[src/rtl/sws_pkg.sv]
package sws_pkg;

  typedef enum logic [2:0] {
    ST_RUN,
    ST_ASSERT_RST,
    ST_PWR_OFF,
    ST_SLEEP,
    ST_PWR_UP,
    ST_SETTLE,
    ST_RELEASE
  } sws_state_e;

  // Number of ticks a timed state lasts before it may be left.
  function automatic int unsigned dwell_limit(sws_state_e st,
                                              int unsigned off_t,
                                              int unsigned on_t,
                                              int unsigned settle_t);
    case (st)
      ST_ASSERT_RST: return off_t;
      ST_PWR_UP:     return on_t;
      ST_SETTLE:     return settle_t;
      default:       return 1;
    endcase
  endfunction

  // Reset output is high only in the states where the core runs.
  function automatic logic rst_level(sws_state_e st);
    return (st == ST_RUN) || (st == ST_RELEASE);
  endfunction

  // Supply is off from the power-off step until the power-up delay ends.
  function automatic logic pwr_level(sws_state_e st);
    return !((st == ST_PWR_OFF) || (st == ST_SLEEP) || (st == ST_PWR_UP));
  endfunction

endpackage

[src/rtl/sws_tick_timer.sv]
module sws_tick_timer #(
  parameter int unsigned W = 9
) (
  input  logic         clk,
  input  logic         rst_n,
  input  logic         clr,
  output logic [W-1:0] cnt
);

  localparam logic [W-1:0] CNT_MAX = {W{1'b1}};

  always_ff @(posedge clk or negedge rst_n) begin
    if (!rst_n)              cnt <= '0;
    else if (clr)            cnt <= '0;
    else if (cnt != CNT_MAX) cnt <= cnt + 1'b1;
  end

endmodule

[src/rtl/sws_wake_qual.sv]
module sws_wake_qual #(
  parameter int unsigned N    = 16,
  parameter int unsigned QUAL = 3,
  parameter int unsigned IW   = 4
) (
  input  logic          clk,
  input  logic          rst_n,
  input  logic          arm,
  input  logic [N-1:0]  wake_in,
  input  logic [N-1:0]  wake_en,
  output logic          hit,
  output logic [IW-1:0] hit_idx
);

  localparam int unsigned CW = (QUAL > 1) ? $clog2(QUAL) : 1;
  localparam logic [CW-1:0] LAST = CW'(QUAL - 1);

  logic [N-1:0] line_ok;

  for (genvar g = 0; g < N; g++) begin : g_line
    logic          act;
    logic [CW-1:0] run_q;

    assign act        = arm && wake_in[g] && wake_en[g];
    assign line_ok[g] = act && (run_q == LAST);

    always_ff @(posedge clk or negedge rst_n) begin
      if (!rst_n)             run_q <= '0;
      else if (!act)          run_q <= '0;
      else if (run_q != LAST) run_q <= run_q + 1'b1;
    end
  end

  assign hit = |line_ok;

  // Lowest index wins: scan from the top down so the last match is the smallest.
  always_comb begin
    hit_idx = '0;
    for (int i = N - 1; i >= 0; i--) begin
      if (line_ok[i]) hit_idx = IW'(i);
    end
  end

endmodule

[src/rtl/sws_seq.sv]
module sws_seq
  import sws_pkg::*;
#(
  parameter int unsigned N_WAKE       = 16,
  parameter int unsigned QUAL_TICKS   = 3,
  parameter int unsigned OFF_TICKS    = 2,
  parameter int unsigned ON_TICKS     = 1,
  parameter int unsigned SETTLE_TICKS = 328,
  localparam int unsigned IW = (N_WAKE > 1) ? $clog2(N_WAKE) : 1
) (
  input  logic              clk,
  input  logic              rst_n,
  input  logic              sleep_req,
  input  logic [N_WAKE-1:0] wake_en,
  input  logic [N_WAKE-1:0] wake_in,
  input  logic              batt_flt_n,
  output logic              rst_out_n,
  output logic              pwr_en,
  output logic              sleep_st,
  output logic [IW-1:0]     wake_src
);

  localparam int unsigned TW = $clog2(SETTLE_TICKS + OFF_TICKS + ON_TICKS + 2);

  sws_state_e    state_q, state_d;
  logic [TW-1:0] tmr_cnt;
  logic          tmr_clr;
  logic          dwell_done;

  // Named internal events, also used by the checker.
  logic          sleep_go;
  logic          wake_arm;
  logic          wake_hit;
  logic [IW-1:0] hit_idx;
  logic          settle_done;
  logic          rel_ok;

  assign dwell_done  = tmr_cnt >= TW'(dwell_limit(state_q, OFF_TICKS, ON_TICKS, SETTLE_TICKS) - 1);
  assign sleep_go    = (state_q == ST_RUN) && sleep_req;
  assign wake_arm    = (state_q == ST_SLEEP) && batt_flt_n;
  assign settle_done = (state_q == ST_SETTLE) && dwell_done;
  assign rel_ok      = settle_done && batt_flt_n;

  sws_wake_qual #(
    .N    (N_WAKE),
    .QUAL (QUAL_TICKS),
    .IW   (IW)
  ) u_qual (
    .clk     (clk),
    .rst_n   (rst_n),
    .arm     (wake_arm),
    .wake_in (wake_in),
    .wake_en (wake_en),
    .hit     (wake_hit),
    .hit_idx (hit_idx)
  );

  sws_tick_timer #(.W(TW)) u_tmr (
    .clk   (clk),
    .rst_n (rst_n),
    .clr   (tmr_clr),
    .cnt   (tmr_cnt)
  );

  always_comb begin
    state_d = state_q;
    case (state_q)
      ST_RUN:        if (sleep_go)   state_d = ST_ASSERT_RST;
      ST_ASSERT_RST: if (dwell_done) state_d = ST_PWR_OFF;
      ST_PWR_OFF:                    state_d = ST_SLEEP;
      ST_SLEEP:      if (wake_hit)   state_d = ST_PWR_UP;
      ST_PWR_UP:     if (dwell_done) state_d = ST_SETTLE;
      ST_SETTLE:     if (rel_ok)     state_d = ST_RELEASE;
      ST_RELEASE:                    state_d = ST_RUN;
      default:                       state_d = ST_RUN;
    endcase
  end

  assign tmr_clr = (state_d != state_q);

  always_ff @(posedge clk or negedge rst_n) begin
    if (!rst_n) state_q <= ST_RUN;
    else        state_q <= state_d;
  end

  always_ff @(posedge clk or negedge rst_n) begin
    if (!rst_n)                             wake_src <= '0;
    else if (wake_hit && state_q == ST_SLEEP) wake_src <= hit_idx;
  end

  assign rst_out_n = rst_level(state_q);
  assign pwr_en    = pwr_level(state_q);
  assign sleep_st  = (state_q == ST_SLEEP);

endmodule

[config.mk]
export PLATFORM = sky130hd
export DESIGN_NAME = sws_seq
export DESIGN_NICKNAME = d
export VERILOG_FILES = /design/src/rtl/sws_pkg.sv /design/src/rtl/sws_tick_timer.sv /design/src/rtl/sws_wake_qual.sv /design/src/rtl/sws_seq.sv
export SDC_FILE = /design/constraint.sdc
export NUM_CORES = 1
export LEC_CHECK = 0
export CORE_MARGIN = 2
export CORE_UTILIZATION = 45
export CTS_CLUSTER_SIZE = 25
export DETAILED_ROUTE_END_ITERATION = 6
export PLACE_DENSITY = 0.71
export SYNTH_ARGS = -nofsm -noshare
export SYNTH_HDL_FRONTEND = slang
export SYNTH_SLANG_ARGS = --single-unit
export TNS_END_PERCENT = 20
[constraint.sdc]
create_clock -name clk -period 2.25 [get_ports clk]
set_input_delay 0.45 -clock clk [delete_from_list [all_inputs] [get_ports clk]]
set_output_delay 0.45 -clock clk [all_outputs]
set_load 0.02 [all_outputs]
Word level (Yosys, flattened, before mapping)
Cells that the tools add are included.
{"block": "word_totals", "ff_bits": 48, "inputBits": 36, "word_cells": 211}
{"block": "op_classes", "add_sub_neg": 18, "magnitude_cmp": 1, "n_eq_ne": 56, "mux": 57, "n_reduce_logical": 60}
{"cell": "2-bit 2-to-1 mux", "count": 32}
{"cell": "4-bit 2-to-1 mux", "count": 16}
{"cell": "2-bit inequality test (second input constant)", "count": 32}
{"cell": "1-bit logical AND", "count": 53}
{"cell": "2-bit by 1-bit adder with 2-bit output (second input constant)", "count": 16}
{"cell": "2-bit == test (second input constant)", "count": 16}
{"cell": "9-bit 2-to-1 mux", "count": 2}
{"cell": "3-bit one-hot mux with 6 select lines", "count": 1}
{"cell": "9-bit one-hot mux with 2 select lines", "count": 1}
{"cell": "16-bit OR reduction", "count": 1}
{"cell": "3-bit 2-to-1 mux", "count": 5}
{"cell": "9-bit by 1-bit adder with 9-bit output (second input constant)", "count": 1}
{"cell": "3-bit == test (second input constant)", "count": 3}
{"cell": "9-bit greater-or-equal comparator", "count": 1}
{"cell": "9-bit inequality test (second input constant)", "count": 1}
{"cell": "9-bit by 1-bit subtractor with 9-bit output (second input constant)", "count": 1}
{"cell": "3-bit by 2-bit == test with 1-bit output (second input constant)", "count": 2}
{"cell": "3-bit by 1-bit == test with 1-bit output (second input constant)", "count": 1}
{"cell": "3-bit logical NOT", "count": 1}
{"cell": "1-bit logical OR", "count": 3}
{"cell": "3-bit inequality test", "count": 1}
{"cell": "2-bit nonzero test", "count": 1}
{"cell": "1-bit logical NOT", "count": 1}

Longest topological paths before layout
{"block": "depth", "depth_word": 21, "mapped_depth": 9, "depth_no_buf": 8}

Hierarchy
Synthesis repeated with hierarchy kept, for this count alone.
{"block": "unflattened", "cells_unflattened": 324, "area_unflattened_um2": 3070.4}
{"module": "sws_wake_qual", "instances": 1, "cells_per_inst": 211, "area_each_um2": 1976.9, "seq_area_each_um2": 800.8}
{"module": "sws_seq", "instances": 1, "cells_per_inst": 70, "area_each_um2": 633.1, "seq_area_each_um2": 175.2}
{"module": "sws_tick_timer", "instances": 1, "cells_per_inst": 43, "area_each_um2": 460.4, "seq_area_each_um2": 225.2}

Worst setup path before layout
Ideal clock, no wire load.
{"block": "synth_path", "path_type": "register -> register", "startpoint": "register state_q[1]", "endpoint": "register u_tmr.cnt[0]", "setup_time_ns": 0.141, "arrival_ns": 1.976, "path_slack_ns": 0.133, "stages_incl_launch_ff": 9, "n_path_buf": 0, "period_less_slack_ns": 2.117, "path_cell_list": "dfrtp_1 and2b_2 nand2_1 ha_1 o211ai_1 o21ai_0 a211oi_1 a221oi_2 nor2_1"}
{"block": "synth_via", "elab_chain_cells": 10, "elab_cells_between_ends": 71}
{"element": "start, declared", "line": "sws_seq.sv:25", "source": "sws_state_e state_q, state_d;"}
{"element": "start signal, assigned", "line": "sws_seq.sv:83", "source": "else state_q <= state_d;"}
{"element": "3-bit == test, or another cell as far along", "line": "sws_pkg.sv:18, sws_seq.sv:41, sws_seq.sv:67"}
{"element": "9-bit one-hot mux with 2 select lines or 1-bit logical AND (tied branches)", "line": "sws_pkg.sv:18, sws_seq.sv:40"}
{"element": "9-bit by 1-bit subtractor with 9-bit output or 1-bit logical AND (tied branches)", "line": "sws_seq.sv:38, sws_wake_qual.sv:24"}
{"element": "9-bit greater-or-equal comparator or 1-bit logical AND (tied branches)", "line": "sws_seq.sv:38, sws_wake_qual.sv:24"}
{"element": "1-bit logical AND (on tied branches)", "line": "sws_seq.sv:41, sws_wake_qual.sv:25"}
{"element": "1-bit logical AND or 16-bit OR reduction (tied branches)", "line": "sws_seq.sv:42, sws_wake_qual.sv:34"}
{"element": "3-bit 2-to-1 mux (on tied branches)", "line": "sws_seq.sv:73, sws_seq.sv:71"}
{"element": "3-bit one-hot mux with 6 select lines", "line": "sws_seq.sv:67", "source": "case (state_q)"}
{"element": "3-bit inequality test *", "line": "sws_seq.sv:79", "source": "assign tmr_clr = (state_d != state_q);"}
{"element": "9-bit 2-to-1 mux or 2-bit nonzero test (tied branches)"}
{"element": "end signal, assigned", "line": "sws_tick_timer.sv:15", "source": "else if (cnt != CNT_MAX) cnt <= cnt + 1'b1;"}
{"element": "end, declared", "line": "sws_tick_timer.sv:7", "source": "output logic [W-1:0] cnt"}
Mark *: on every way between the ends. The rest lies on a longest branch, timed or not.
A chain may end at the register's enable or synchronous reset.

Worst setup path after layout
Same ends and word-level chain as after synthesis.

==> impl_metrics.toml <==
[clock_network]
ctsRootBufferMaster = "clkbuf_8"
hold_buffers = 0
cts.sinks = 48
cts_buffer_depth = 2
htree_levels = 2
cts_tree = "done"
cts.clk_slew.worst_paths_ns = 0.09
post_cts_buffers = 0
clk-insertion-delay-late_ns = 0.30
cts_inserted_buffers = 5

[placed_design]
dp_hpwl_um = 4720
portBuffers = 42
gp_routability_congestion = 0.827
dpl_cell_area_um2 = 3530

[layout]
layout-drive-gt1-share = 0.110
nets = 443
num_antenna_cells = 0
design_area_um2 = 3660
area_growth_pct = 23.8
multi_input_area_um2 = 1680
seq_area_um2 = 1200
utilization = 0.576
fill_cells = 551

[timing]
final.period_utilization = 0.944
fin_hold_ws_ns = 0.233
skew_ns = 0.00846
slew_viol_final = 0
worst_slew_pin_slew_ns = 0.600
fin_tns_setup_ns = 0
setup_viol = 0
rsz0062_at_grt = "yes"
fin_crit_ns = 2.12
hold_viol = 0
fmax_mhz = 471
max-slew-margin-rel = 0.600

[synthesis]
synth_seq_cells = 48
synthArstFlopShare = 1.00
netlist_area_um2 = 2960
ys_warn_count = 0
synth-xor-area-share = 0.0682
netlist.area_leader.share = 0.406
synthSimpleGateAreaFrac = 0.263
synth_compound_area_frac = 0.108
avgSynthCellArea_um2 = 9.21
synth_top_family_by_area = "simple AND/OR/NAND/NOR gates"
synth_edf_count = 0
synth.mux.area_fraction = 0.00677
synthCells = 321
ys_seq_area_frac = 0.406
synth_adder_area_share = 0.114
yosysUniqueCellTypes = 47
yosys-top-cells-area = "dfrtp_1 41%, ha_1 11%, nor2_1 9.0%"
yosysTopAreaCell = "dfrtp_1"
synth-main-ff-cell = "dfrtp_1"

[critical_path]
end_kind = "flop"
worst_path_max_delay_cell = "dfrtp_1"
r2r_cells = 9
arrival_ns = 2.31
cp_top_family = "simple AND/OR/NAND/NOR gates"
cp_cell_sequence = "and2b_2 > nand2_1 > ha_1 > nand4_1 > nor3_1 > o31ai_2 > a221oi_2 > buf_4 > nor2_1"
critPathMaxFanout = 9
critPathBufInv = 1
crit_cells = 9
crit_type = "flop to flop"
startpoint_type = "flop"
required_ns = 2.44
max_stage_delay_ns = 0.39

[power_and_ir_drop]
p_int_mw = 1.65
pwr-share-seq = 0.413
pwr-share-comb = 0.337
p_clk_frac = 0.251
power_leakage_nw = 1.77
peakVddDrop_v = 0.000412
power_density_nw_per_um2 = 667
switchingPower_uw = 795
switching_share = 0.326

[outcome]
outcome = "finished, final reports clean"

[route]
final_antenna_net_count = 0
vias = 2441
vias_per_cell = 5.33
routed_wl_um = 6040
drt-pass1-iter-count = 4
drtIter0Drc = 79
wl_per_cell_um = 13.2
drc = 0

[grt]
grt_max_degree = 49
grt_pass1_wl_um = 10800
gr-usage-all-layers = 0.182
antenna_found_initial = 0
grt_pass1_vias = 2477
grt-ovfl-total = 0

[die]
die_h_um = 85.0
die_w_um = 85.0
core.rowCount = 29
fp.coreArea_um2 = 6350
start_util = 0.465
dieArea_um2 = 7230
ios = 43

[flow_run]
drv_cap = 0

[hold_path]
hp-class = "input pin to async pin"
-- registers in the layout, indices dropped and copies added, names as in the netlist --
name,cells
u_qual.g_line.run_q,32
u_tmr.cnt,9
wake_src,4
state_q,3
-- path summary, 6_finish.rpt --
| check | startpoint | end | slack (ns) |
|---|---|---|---|
| worst min register to register | wake_src[2] | wake_src[2] | 0.50 |
| max in group asynchronous | rst_n | u_qual.g_line[9].run_q[0] | 1.61 |
| worst max-delay path | state_q[1] | u_tmr.cnt[0] | 0.13 |
| worst max register to register | state_q[1] | u_tmr.cnt[0] | 0.13 |
| min in group clk | wake_src[2] | wake_src[2] | 0.50 |
| worst min-delay path | rst_n | u_qual.g_line[6].run_q[0] | 0.23 |
-- power by group through the flow --
stage               Combinational [mW]  Clock [mW]  Sequential (mW)
floorplan                        0.486           0             1.02
finish                           0.822       0.612             1.01
CTS                              0.821       0.630             1.01
detailed placement               0.826           0             1.02
global placement                 0.804           0             1.02
global route                     0.928       0.669             1.02
-- metal layers --
metal	GRT usage	wire [um]	vias up	part of all wire
li1	-	-	1234	-
met1	0.236	2790	1160	0.46
met2	0.311	2930	38	0.48
met3	0.0370	221	9	0.037
met4	0.0505	98	0	0.016
met5	0	0	-	0
-- per-stage QoR --
| step | worst slack (ns) | instances | power, mW |
|---|---|---|---|
| 2_1_floorplan | 0.133 | 324 | 1.51 |
| 3_5_place_dp | 0.0844 | 450 | 1.85 |
| 6_report | 0.127 | 458 | 2.44 |
| 3_3_place_gp | 0.121 | 450 | 1.82 |
| 5_1_grt | -0.0802 | 458 | 2.62 |
| 4_1_cts | 0.0889 | 458 | 2.46 |
-- synth_stat cells (3+ instances only) --
cell type   n
xnor2_1     3
inv_1      18
a21oi_1    21
nor2b_1     3
a211oi_1    3
ha_1       27
nor2_1     71
xor2_1     20
nand3_1    29
o21ai_0     4
dfrtp_1    48
nor3_1      3
and3_1      4
nand2_1    16
nand4_1     3
nand3_2     6
nand4b_1    3
-- kinds of logic (layout without fill, tap and decap cells) --
group	count (synthesis)	count (layout)
AOI/OAI and AO/OA	47	47
other	1	4
muxes	2	2
adders and majority gates	27	27
DFF	48	48
buffers and inverters	22	79
and+or+nand+nor	151	151
xor gates and xnor gates	23	23
-- layout by cell type, fill, tap and decap left out, types with 2 or more instances in the layout --
cell | synthesis | final
xnor2_1 | 3 | 3
inv_1 | 18 | 18
a41oi_1 | 2 | 2
dlygate4sd2_1 | 0 | 2
o211ai_1 | 2 | 2
buf_4 | 1 | 11
nand2_1 | 16 | 16
dfrtp_1 | 48 | 48
nor2b_1 | 3 | 2
conb_1 | 1 | 4
nand3_2 | 6 | 6
clkdlybuf4s50_1 | 0 | 38
nand4b_1 | 3 | 3
clkbuf_8 | 0 | 5
and3_1 | 4 | 4
a31o_2 | 2 | 2
nand4_2 | 2 | 2
o2bb2ai_1 | 2 | 2
mux2i_1 | 2 | 2
a21oi_1 | 21 | 20
nand3_1 | 29 | 29
xor2_1 | 20 | 20
nor3_1 | 3 | 3
or2b_1 | 2 | 2
a211oi_1 | 3 | 2
ha_1 | 27 | 27
a31oi_1 | 2 | 2
nor2_1 | 71 | 71
o21ai_0 | 4 | 3
nand4_1 | 3 | 3
-- final cells by class --
cell class                 instances  share of cell area
multi-input combinational        254               0.460
sequential                        48               0.328
timing repair buffer              53               0.136
tap                               77              0.0263
clock buffer                       5              0.0188
inverter                          18              0.0185
clock inverter                     3              0.0116
-- timing repair --
action                     4_1_cts  5_1_grt
gates resized for setup          3        5
setup endpoints to repair        2       10
pin swaps                        0        1
No activity file was read; power rests on OpenSTA's default activity.
